File: src/rtl/act_mon_pkg.sv
package act_mon_pkg;

    localparam int DATA_W    = 32;
    localparam int OFS_W     = 6;
    localparam int CH_STRIDE = 64;
    localparam int RUN_W     = 3;
    localparam int K_W       = 3;
    localparam int ST_W      = 4;

    // status flag positions inside the 4-bit flag vector (maps to bits 31:28)
    localparam int ST_CONS_HI = 3;
    localparam int ST_CONS_LO = 2;
    localparam int ST_AVG_HI  = 1;
    localparam int ST_AVG_LO  = 0;

    localparam logic [OFS_W-1:0] OFS_CTRL   = 6'h00;
    localparam logic [OFS_W-1:0] OFS_HI     = 6'h04;
    localparam logic [OFS_W-1:0] OFS_LO     = 6'h08;
    localparam logic [OFS_W-1:0] OFS_INIT   = 6'h0C;
    localparam logic [OFS_W-1:0] OFS_AVG_HI = 6'h10;
    localparam logic [OFS_W-1:0] OFS_AVG_LO = 6'h14;
    localparam logic [OFS_W-1:0] OFS_WEIGHT = 6'h18;
    localparam logic [OFS_W-1:0] OFS_AVG    = 6'h20;
    localparam logic [OFS_W-1:0] OFS_STS    = 6'h24;

    typedef struct packed {
        logic             en;          // 31
        logic             cons_hi_en;  // 30
        logic             cons_lo_en;  // 29
        logic [RUN_W-1:0] hi_num;      // 28:26
        logic [RUN_W-1:0] lo_num;      // 25:23
        logic             rsv22;
        logic             avg_hi_en;   // 21
        logic             avg_lo_en;   // 20
        logic             rsv19;
        logic             periodic;    // 18
        logic [4:0]       rsv17_13;
        logic [K_W-1:0]   k;           // 12:10
        logic [9:0]       rsv9_0;
    } ctrl_t;

    typedef enum logic [1:0] {
        CH_IDLE  = 2'd0,
        CH_COUNT = 2'd1,
        CH_JUDGE = 2'd2
    } ch_state_e;

    function automatic logic [DATA_W-1:0] sat_add(input logic [DATA_W-1:0] a,
                                                  input logic [DATA_W-1:0] b);
        logic [DATA_W:0] s;
        s = {1'b0, a} + {1'b0, b};
        return s[DATA_W] ? {DATA_W{1'b1}} : s[DATA_W-1:0];
    endfunction

endpackage

File: src/rtl/act_tick_gen.sv
module act_tick_gen #(
    parameter int TICK_DIV = 1000,
    parameter int PER_W    = 8
) (
    input  logic             clk,
    input  logic             rst_n,
    input  logic [PER_W-1:0] period_m1,
    output logic             period_end
);
    // TICK_DIV must be at least 2 so that period ends never fall on adjacent cycles
    localparam int PRE_W = (TICK_DIV > 2) ? $clog2(TICK_DIV) : 1;
    localparam logic [PRE_W-1:0] PRE_LAST = PRE_W'(TICK_DIV - 1);

    logic [PRE_W-1:0] pre_q;
    logic [PER_W-1:0] ms_q;
    logic             ms_tick;

    assign ms_tick    = (pre_q == PRE_LAST);
    assign period_end = ms_tick && (ms_q >= period_m1);

    always_ff @(posedge clk or negedge rst_n) begin
        if (!rst_n) begin
            pre_q <= '0;
            ms_q  <= '0;
        end else begin
            pre_q <= ms_tick ? '0 : pre_q + 1'b1;
            if (ms_tick) begin
                ms_q <= period_end ? '0 : ms_q + 1'b1;
            end
        end
    end

    AST_END_SPACED: assert property (@(posedge clk) disable iff (!rst_n)
        period_end |=> !period_end);

endmodule

File: src/rtl/act_chan.sv
module act_chan
    import act_mon_pkg::*;
(
    input  logic              clk,
    input  logic              rst_n,
    input  logic              period_end,
    input  logic              pulse,
    input  logic              wr_en,
    input  logic [OFS_W-1:0]  ofs,
    input  logic [DATA_W-1:0] wdata,
    output logic [DATA_W-1:0] rdata,
    output logic              any_flag,
    output logic              in_judge
);
    ctrl_t             cfg_q;
    logic [DATA_W-1:0] hi_q, lo_q, init_q, ahi_q, alo_q, wt_q;
    logic [DATA_W-1:0] acc_q, snap_q, avg_q;
    logic [ST_W-1:0]   sts_q;
    logic [RUN_W-1:0]  run_hi_q, run_lo_q;
    ch_state_e         state_q, state_d;

    logic              run_ok, judge_go;
    logic [DATA_W-1:0] acc_add;

    assign run_ok   = cfg_q.en & cfg_q.periodic;
    assign judge_go = run_ok && (state_q == CH_JUDGE);
    assign acc_add  = sat_add(acc_q, pulse ? wt_q : '0);

    // ---------------- state register ----------------
    always_ff @(posedge clk or negedge rst_n) begin
        if (!rst_n) state_q <= CH_IDLE;
        else        state_q <= state_d;
    end

    always_comb begin
        state_d = state_q;
        if (!run_ok) begin
            state_d = CH_IDLE;                      // STOP
        end else begin
            unique case (state_q)
                CH_IDLE:  state_d = CH_COUNT;       // START
                CH_COUNT: if (period_end) state_d = CH_JUDGE; // CLOSE
                CH_JUDGE: state_d = CH_COUNT;       // RESUME
                default:  state_d = CH_IDLE;
            endcase
        end
    end

    // ---------------- evaluation datapath ----------------
    logic                     hit_hi, hit_lo, fire_hi, fire_lo;
    logic [RUN_W-1:0]         run_hi_d, run_lo_d;
    logic signed [DATA_W:0]   diff, step;
    logic [K_W:0]             shamt;
    logic [DATA_W-1:0]        avg_new;
    logic [ST_W-1:0]          setv, clrv;

    always_comb begin
        hit_hi   = cfg_q.cons_hi_en && (snap_q > hi_q);
        hit_lo   = cfg_q.cons_lo_en && (snap_q < lo_q);
        fire_hi  = hit_hi && (run_hi_q >= cfg_q.hi_num);
        fire_lo  = hit_lo && (run_lo_q >= cfg_q.lo_num);
        run_hi_d = (!hit_hi || fire_hi) ? '0 : run_hi_q + 1'b1;
        run_lo_d = (!hit_lo || fire_lo) ? '0 : run_lo_q + 1'b1;

        shamt    = {1'b0, cfg_q.k} + 1'b1;
        diff     = $signed({1'b0, snap_q}) - $signed({1'b0, avg_q});
        step     = diff >>> shamt;
        avg_new  = avg_q + step[DATA_W-1:0];

        setv = '0;
        if (judge_go) begin
            setv[ST_CONS_HI] = fire_hi;
            setv[ST_CONS_LO] = fire_lo;
            setv[ST_AVG_HI]  = cfg_q.avg_hi_en && (avg_new > ahi_q);
            setv[ST_AVG_LO]  = cfg_q.avg_lo_en && (avg_new < alo_q);
        end
        clrv = (wr_en && ofs == OFS_STS) ? wdata[DATA_W-1 -: ST_W] : '0;
    end

    // ---------------- state-dependent registers ----------------
    always_ff @(posedge clk or negedge rst_n) begin
        if (!rst_n) begin
            acc_q    <= '0;
            snap_q   <= '0;
            avg_q    <= '0;
            sts_q    <= '0;
            run_hi_q <= '0;
            run_lo_q <= '0;
        end else begin
            if (!run_ok || state_q == CH_IDLE) begin
                acc_q <= '0;
            end else if (state_q == CH_COUNT && period_end) begin
                snap_q <= acc_add;
                acc_q  <= '0;
            end else begin
                acc_q <= acc_add;
            end

            if (!run_ok) begin
                run_hi_q <= '0;
                run_lo_q <= '0;
            end else if (judge_go) begin
                run_hi_q <= run_hi_d;
                run_lo_q <= run_lo_d;
            end

            if (wr_en && ofs == OFS_INIT) avg_q <= wdata;
            else if (judge_go)            avg_q <= avg_new;

            sts_q <= (sts_q & ~clrv) | setv;
        end
    end

    // ---------------- configuration registers ----------------
    always_ff @(posedge clk or negedge rst_n) begin
        if (!rst_n) begin
            cfg_q  <= '0;
            hi_q   <= '0;
            lo_q   <= '0;
            init_q <= '0;
            ahi_q  <= '0;
            alo_q  <= '0;
            wt_q   <= '0;
        end else if (wr_en) begin
            case (ofs)
                OFS_CTRL:   cfg_q  <= ctrl_t'(wdata);
                OFS_HI:     hi_q   <= wdata;
                OFS_LO:     lo_q   <= wdata;
                OFS_INIT:   init_q <= wdata;
                OFS_AVG_HI: ahi_q  <= wdata;
                OFS_AVG_LO: alo_q  <= wdata;
                OFS_WEIGHT: wt_q   <= wdata;
                default: ;
            endcase
        end
    end

    // ---------------- outputs ----------------
    always_comb begin
        any_flag = |sts_q;
        in_judge = judge_go;
        case (ofs)
            OFS_CTRL:   rdata = cfg_q;
            OFS_HI:     rdata = hi_q;
            OFS_LO:     rdata = lo_q;
            OFS_INIT:   rdata = init_q;
            OFS_AVG_HI: rdata = ahi_q;
            OFS_AVG_LO: rdata = alo_q;
            OFS_WEIGHT: rdata = wt_q;
            OFS_AVG:    rdata = avg_q;
            OFS_STS:    rdata = {sts_q, {(DATA_W-ST_W){1'b0}}};
            default:    rdata = '0;
        endcase
    end

    AST_STOP_TO_IDLE: assert property (@(posedge clk) disable iff (!rst_n)
        !run_ok |=> (state_q == CH_IDLE));
    AST_END_TO_JUDGE: assert property (@(posedge clk) disable iff (!rst_n)
        (run_ok && state_q == CH_COUNT && period_end) |=> (state_q == CH_JUDGE));
    AST_W1C_HI: assert property (@(posedge clk) disable iff (!rst_n)
        (wr_en && ofs == OFS_STS && wdata[DATA_W-1] && !judge_go) |=> !sts_q[ST_CONS_HI]);
    AST_HI_FROM_JUDGE: assert property (@(posedge clk) disable iff (!rst_n)
        $rose(sts_q[ST_CONS_HI]) |-> $past(state_q == CH_JUDGE));
    AST_LO_FROM_JUDGE: assert property (@(posedge clk) disable iff (!rst_n)
        $rose(sts_q[ST_CONS_LO]) |-> $past(state_q == CH_JUDGE));

endmodule

File: src/rtl/act_monitor.sv
module act_monitor
    import act_mon_pkg::*;
#(
    parameter int NCH      = 2,
    parameter int AW       = 12,
    parameter int TICK_DIV = 1000,
    parameter int PER_W    = 8,
    parameter int CH_BASE  = 'h100
) (
    input  logic              clk,
    input  logic              rst_n,
    input  logic              bus_wr,
    input  logic [AW-1:0]     bus_addr,
    input  logic [DATA_W-1:0] bus_wdata,
    output logic [DATA_W-1:0] bus_rdata,
    input  logic [NCH-1:0]    act_pulse,
    output logic              irq
);
    localparam int SLOT_W    = AW - OFS_W;
    localparam int BASE_SLOT = CH_BASE / CH_STRIDE;
    localparam logic [AW-1:0] GADDR_STS    = '0;
    localparam logic [AW-1:0] GADDR_PERIOD = AW'(4);

    logic [PER_W-1:0]  period_q;
    logic              period_end;
    logic [NCH-1:0]    ch_sel, ch_flag, ch_judge;
    logic [DATA_W-1:0] ch_rd [NCH];

    always_ff @(posedge clk or negedge rst_n) begin
        if (!rst_n)                                   period_q <= '0;
        else if (bus_wr && bus_addr == GADDR_PERIOD)  period_q <= bus_wdata[PER_W-1:0];
    end

    act_tick_gen #(.TICK_DIV(TICK_DIV), .PER_W(PER_W)) u_tick (
        .clk        (clk),
        .rst_n      (rst_n),
        .period_m1  (period_q),
        .period_end (period_end)
    );

    for (genvar g = 0; g < NCH; g++) begin : g_ch
        assign ch_sel[g] = (bus_addr[AW-1:OFS_W] == SLOT_W'(BASE_SLOT + g));

        act_chan u_chan (
            .clk        (clk),
            .rst_n      (rst_n),
            .period_end (period_end),
            .pulse      (act_pulse[g]),
            .wr_en      (bus_wr && ch_sel[g]),
            .ofs        (bus_addr[OFS_W-1:0]),
            .wdata      (bus_wdata),
            .rdata      (ch_rd[g]),
            .any_flag   (ch_flag[g]),
            .in_judge   (ch_judge[g])
        );
    end

    always_comb begin
        bus_rdata = '0;
        if (bus_addr == GADDR_STS)         bus_rdata = DATA_W'(ch_flag);
        else if (bus_addr == GADDR_PERIOD) bus_rdata = DATA_W'(period_q);
        for (int i = 0; i < NCH; i++) begin
            if (ch_sel[i]) bus_rdata = ch_rd[i];
        end
    end

    assign irq = |ch_flag;

    AST_IRQ_FROM_EVAL: assert property (@(posedge clk) disable iff (!rst_n)
        $rose(irq) |-> $past(|ch_judge));

endmodule

File: config.mk
export PLATFORM = sky130hd
export DESIGN_NAME = act_monitor
export DESIGN_NICKNAME = d
export VERILOG_FILES = /design/src/rtl/act_mon_pkg.sv /design/src/rtl/act_tick_gen.sv /design/src/rtl/act_chan.sv /design/src/rtl/act_monitor.sv
export SDC_FILE = /design/constraint.sdc
export NUM_CORES = 2
export LEC_CHECK = 0
export ABC_AREA = 1
export BUFFER_PORTS_ARGS = -buffer_cell sky130_fd_sc_hd__buf_4
export CORE_MARGIN = 3
export CORE_UTILIZATION = 55
export DETAILED_ROUTE_END_ITERATION = 7
export PLACE_DENSITY = 0.71
export SYNTH_ARGS = -nofsm -noshare
export SYNTH_HDL_FRONTEND = slang
export SYNTH_SLANG_ARGS = --single-unit
File: constraint.sdc
create_clock -name clk -period 7.2 [get_ports clk]
set_input_delay 1.08 -clock clk [delete_from_list [all_inputs] [get_ports clk]]
set_output_delay 1.08 -clock clk [all_outputs]
set_load 0.01 [all_outputs]
; ---- Word-level counts from Yosys, hierarchy flattened
; Index checks and enable logic that the tools add are counted.
[classes]
n_shift = 2
reduce_logical = 63
n_addsub = 14
n_mux = 41
bitwise = 10
n_eq_ne = 20
n_lt_le_gt_ge = 13
[ops]
columns = op, n
row1 = case mux 32 bit (9 select lines), 2
row2 = 2-to-1 mux 32 bit, 14
row3 = greater-than comparator 32 bit, 4
row4 = less-than comparator 32 bit, 4
row5 = adder 32 x 32 -> 33 bit, 2
row6 = >>> shifter 33 x 4 -> 32 bit, 2
row7 = subtractor 32 x 32 -> 33 bit, 2
row8 = adder 32 bit, 2
row9 = 2-to-1 mux 3 bit, 12
row10 = AND reduction 2 bit, 16
row11 = logical AND 1 bit, 24
row12 = 2-to-1 mux 8 bit, 3
row13 = == test 6 x 3 -> 1 bit (second input constant), 3
row14 = == test 6 x 5 -> 1 bit (second input constant), 3
row15 = 2-to-1 mux 4 bit, 4
row16 = adder 3 x 1 -> 3 bit (second input constant), 4
row17 = == test 12 x 3 -> 1 bit (second input constant), 1
row18 = == test 6 x 4 -> 1 bit (second input constant), 2
row19 = == test 6 bit (second input constant), 2
row20 = greater-or-equal comparator 3 bit, 4
row21 = logical NOT 12 bit, 1
row22 = adder 10 x 1 -> 10 bit (second input constant), 1
row23 = == test 10 bit (second input constant), 1
row24 = 2-to-1 mux 10 bit, 1
row25 = 23 further kinds, 49
[totals]
out_inout_bits = 33
reg_bits = 690
wordCells = 218
inputBits = 49

; ---- Depth between registers and ports, before layout
[logic_depth]
ltp_word = 7
ltp_mapped = 44
mapped_depth_nobuf = 44

; ---- Cells and area by module
; Synthesis repeated with hierarchy kept, for this count alone.
[unflattened]
cells_unflattened = 6747
area_unflattened_um2 = 49825.3
[modules_own_cells]
columns = mod, area_each_um2, seq_area_each_um2, n_inst, cells_per_inst
row1 = act_chan at g_ch[0].u_chan, 23842.9, 8308.0, 1, 3225
row2 = act_chan at g_ch[1].u_chan, 23734.0, 8308.0, 1, 3178
row3 = act_tick_gen, 1234.9, 450.4, 1, 171
row4 = act_monitor, 1013.5, 200.2, 1, 173

; ---- Worst setup path after synthesis
; OpenSTA, ideal clock, no wires.
[synth_path]
path_type = register to register
startpoint = register g_ch[1].u_chan.avg_q[0]
endpoint = register g_ch[1].u_chan.sts_q[1]
setup_ps = 66
t_arrival_ps = 5182
stages_incl_launch_ff = 34
n_path_buf = 0
period_less_slack_ps = 5248
setup_slack_ps = 1952
required_ps = 7134
cell_sequence = dfrtp_1 ha_1 fa_1 o21ai_1 nand2_1 nand2_1 a21oi_1 xor2_1 nand2_1 o21ai_0 or2_2 nand3_1 nand3_1 o21ai_0 ha_1 fa_1 nand3_1 nand2_1 a21oi_1 inv_1 a21oi_1 inv_1 a21oi_1 nand3b_1 nand3_1 and2_1 ha_1 nand4_1 nor3_1 nor4b_1 o21ai_0 nand2_1 nand4_1 nand2_1
[synth_between]
elab_chain_cells = 7
[synth_rtl]
columns = item, line
row1 = "start, declared", act_chan.sv:17  ; logic [DATA_W-1:0] acc_q, snap_q, avg_q;
row2 = "start signal, assigned", act_chan.sv:107  ; if (wr_en && ofs == OFS_INIT) avg_q <= wdata;
row3 = "start signal, assigned", act_chan.sv:108  ; else if (judge_go) avg_q <= avg_new;
row4 = subtractor 32 x 32 -> 33 bit, act_chan.sv:66  ; diff = $signed({1'b0, snap_q}) - $signed({1'b0, avg_q});
row5 = >>> shifter 33 x 4 -> 32 bit, act_chan.sv:67  ; step = diff >>> shamt;
row6 = adder 32 bit *, act_chan.sv:68  ; avg_new = avg_q + step[DATA_W-1:0];
row7 = greater-than comparator 32 bit *, act_chan.sv:74  ; setv[ST_AVG_HI] = cfg_q.avg_hi_en && (avg_new > ahi_q);
row8 = logical AND 1 bit *, act_chan.sv:74
row9 = 2-to-1 mux 4 bit *, act_chan.sv:71  ; if (judge_go) begin
row10 = bitwise OR 4 bit *, act_chan.sv:110  ; sts_q <= (sts_q & ~clrv) | setv;
row11 = "end signal, assigned", act_chan.sv:110
row12 = "end, declared", act_chan.sv:18  ; logic [ST_W-1:0] sts_q;
; Every way passes the cells marked *; elsewhere a longest branch is shown, timed or not.
; A chain may end at the register's enable or synchronous reset.

; ---- Worst setup path in the final report
[layout_path]
startpoint = register g_ch[0].u_chan.avg_q[13]
endpoint = register g_ch[0].u_chan.sts_q[1]
[layout_between]
elab_chain_cells = 7
[layout_rtl]
columns = item, line
row1 = "start, declared", act_chan.sv:17
row2 = "start signal, assigned", act_chan.sv:107
row3 = "start signal, assigned", act_chan.sv:108
row4 = subtractor 32 x 32 -> 33 bit, act_chan.sv:66
row5 = >>> shifter 33 x 4 -> 32 bit, act_chan.sv:67
row6 = adder 32 bit *, act_chan.sv:68
row7 = greater-than comparator 32 bit *, act_chan.sv:74
row8 = logical AND 1 bit *, act_chan.sv:74
row9 = 2-to-1 mux 4 bit *, act_chan.sv:71
row10 = bitwise OR 4 bit *, act_chan.sv:110
row11 = "end signal, assigned", act_chan.sv:110
row12 = "end, declared", act_chan.sv:18
; Marked as above.

==> run metrics <==
distinct cell type count after synthesis 64; Port Buffers 81; Slew Limit Fails 0; P_int 7070 uW; syn avg cell area 7.31 sq um; Post-synth EDFFs 0; Min-Delay Path Depth 1; clock skew 0.0291 ns; final net count 7215; share of layout cells above drive strength 1 5.65%; critical path arrival 7.23 ns; CP Capture Type register; CP Class register to register; row count 109; largest area contributor in the netlist dfrtp_1; Starting Density 55.6%; post-detailed-route wirelength per cell 23.6 um; final setup violation count 0; Post-synth ARST share 100%; Via Count 48700; static leakage 0.0261 uW; io pins 82; area delta synth->final 9.29%; Mapped Nets 7254; Post-Syn Instances 6729; synthesized area 49200 sq um; Tmin final 6.65 ns; commonest non-fill, non-tap cell in the layout nand2_1; Worst-Margin Slew 1.29 ns; commonest cells after routing, fill and taps aside nand2_1, inv_1, o21ai_0; clock buffer depth 3; Routed Wire Length 187000 um; Reg power frac 39.8%; total congestion overflow 0; hold crit path type register to register; H-tree depth 3; initial antenna violation count 8; Comb pwr share 14.1%; Root Driver clkbuf_16; post-route ant nets 0; number of register bits inferred by synthesis 690; Worst-Skew Late Latency 0.67 ns; CTS tree yes; r2r startpoint g_ch[0].u_chan.avg_q[13]$_DFFE_PN0P_; reg2reg end g_ch[0].u_chan.sts_q[1]$_DFF_PN0_; full die area 93100 sq um; Seq/Total Area, Yosys 35.1%; Critical Path Max Stage Delay 0.40 ns; first-pass GRT wire length 281000 um; die height 305 um; DP Wirelength 144000 um; RePlAce Congestion 1.00; Required @ worst endpoint 7.77 ns; Worst Min Path Start u_tick.pre_q[0]$_DFF_PN0_; worst r2r path cells 36; dpl ws 0.553 ns; First-pass DRT Iterations 6; largest net degree at the start of global routing 168; net switching power 2750 uW; Final TNS setup 0 ns; Num CTS Buffers 80; CTS clk-pin slew, worst paths 0.06 ns; status finished clean; YS warnings 0; Worst setup SP type register; CP max FO 4; max-cap violations 0; core area 88500 sq um; clk sinks 690; Horiz. Die Dim 305 um; all-layer global routing usage 39.5%; worst setup margin 0.548 ns; most common flop cell mapped by yosys dfrtp_1; Switching Fraction 28.0%; vias in the first global route 45500; Worst path most repeated cell nand2_1; Critical-path top delay cell ha_1; endpoints failing hold 0; reg2reg setup slack 0.55 ns; Slew headroom 13.7%; unrepaired setup endpoints after global routing no; pwr dens 183 nW/um^2; share of the synthesized area in the top cell type 35.1%; vias per cell 6.15; highest ir drop seen on vdd 0.248 mV; DRC 0; Clk network pwr share 46.1%; hold worst-path end u_tick.pre_q[0]$_DFF_PN0_; Tcrit/Tclk final 92.4%; synth top area cells dfrtp_1, nand2_1, ha_1; Max Clk Rate 150 MHz; Initial DRC Count 5913
## registers in the layout, summed over array words and instances, names as in the netlist
| name | count |
|---|---|
| g_ch.u_chan.snap_q | 64 |
| g_ch.u_chan.state_q | 4 |
| g_ch.u_chan.alo_q | 64 |
| g_ch.u_chan.wt_q | 64 |
| g_ch.u_chan.run_lo_q | 6 |
| g_ch.u_chan.sts_q | 8 |
| g_ch.u_chan.lo_q | 64 |
| g_ch.u_chan.ahi_q | 64 |
| g_ch.u_chan.cfg_q | 64 |
| u_tick.pre_q | 10 |
| period_q | 8 |
| g_ch.u_chan.hi_q | 64 |
| g_ch.u_chan.init_q | 64 |
| g_ch.u_chan.acc_q | 64 |
| g_ch.u_chan.avg_q | 64 |
| u_tick.ms_q | 8 |
| g_ch.u_chan.run_hi_q | 6 |
## cell type report
cell class / instances / area [sq um]
fillers: 8266 / 34700
multi-input cells: 4923 / 27800
flip-flops and latches: 690 / 17300
inverters: 852 / 3200
clock buffers: 110 / 2300
well taps: 1165 / 1460
repair buffers: 143 / 1150
clock inverters: 38 / 582
diodes: 2 / 5.00
## power groups by stage
stage / Clock (uW) / Combinational [uW] / Sequential, uW
6_report: 4530 / 1390 / 3900
3_3_place_gp: 0 / 1320 / 3970
5_1_grt: 4700 / 1530 / 3900
4_1_cts: 4570 / 1340 / 3900
3_5_place_dp: 0 / 1330 / 3970
2_1_floorplan: 0 / 843 / 3970
## per-stage QoR
step | total power [uW] | cell area [sq um] | util, % | hold WS [ns] | cells
global route | 10100 | 53800 | 60.7 | 0.503 | 7921
finish | 9820 | 53800 | 60.7 | 0.475 | 7923
CTS | 9810 | 53700 | 60.7 | 0.483 | 7920
detailed placement | 5300 | 50800 | 57.4 | 0.467 | 7772
floorplan | 4810 | 49200 | - | 0.433 | 6729
global placement | 5300 | 50800 | 57.4 | 0.456 | 7772
## timing repair
action,4_1_cts,5_1_grt
endpoints found under the setup margin,0,3
buffers inserted,0,0
hold buffers,0,0
gates resized for setup,0,9
## routing by layer
layer	global-route usage [%]	share of wire, %	vias up
met3	9.64	11	447
met5	0	0.055	-
li1	-	-	22600
met2	57.4	41	2544
met4	16.7	4.7	14
met1	56.1	43	23100
## cells by family (layout without fill, tap and decap cells)
| group | Yosys count | after routing | synth area share [%] |
|---|---|---|---|
| mux | 1 | 1 | 0.0203 |
| simple gates | 2645 | 2645 | 22.5 |
| buf+inv | 1116 | 1143 | 8.66 |
| other cells | 0 | 2 | 0 |
| xor+xnor | 124 | 124 | 2.21 |
| fa+ha+maj | 476 | 476 | 12.2 |
| flops | 690 | 690 | 35.1 |
| compound gates | 1677 | 1677 | 19.3 |
## Yosys cell counts (25+ instances only)
master,count
a21oi_1,503
buf_2,37
nor4_1,28
o221ai_1,36
nor2_1,306
nand4_1,61
xor2_1,81
inv_1,834
a221oi_1,59
ha_1,470
clkbuf_1,201
nor3_1,56
o21bai_1,28
xnor2_1,43
or2_2,46
o21ai_0,716
o22ai_1,109
nand3_1,445
dfrtp_1,690
o211ai_1,69
nand2_1,1657
o21a_1,25
a31oi_1,29
## how the worst max path moves through the flow
stage / start / cells past startpoint / end
floorplan: g_ch[1].u_chan.avg_q[0]$_DFFE_PN0P_ / 33 / g_ch[1].u_chan.sts_q[1]$_DFF_PN0_
global placement: g_ch[0].u_chan.avg_q[0]$_DFFE_PN0P_ / 35 / g_ch[0].u_chan.sts_q[1]$_DFF_PN0_
detailed placement: g_ch[0].u_chan.snap_q[0]$_DFFE_PN0P_ / 36 / g_ch[0].u_chan.sts_q[1]$_DFF_PN0_
CTS: g_ch[0].u_chan.snap_q[0]$_DFFE_PN0P_ / 36 / g_ch[0].u_chan.sts_q[1]$_DFF_PN0_
global route: g_ch[0].u_chan.snap_q[0]$_DFFE_PN0P_ / 37 / g_ch[0].u_chan.sts_q[1]$_DFF_PN0_
finish: g_ch[0].u_chan.avg_q[13]$_DFFE_PN0P_ / 36 / g_ch[0].u_chan.sts_q[1]$_DFF_PN0_
## worst max-delay path, delay by kind of cell (launching register included)
| kind | cells | cell delay, ns |
|---|---|---|
| flops | 1 | 0.36 |
| compound gates | 4 | 0.63 |
| simple gates | 23 | 3.64 |
| buf+inv | 4 | 0.39 |
| fa+ha+maj | 3 | 1.09 |
| xor+xnor | 2 | 0.41 |
Power figures use the tool's default switching activity.
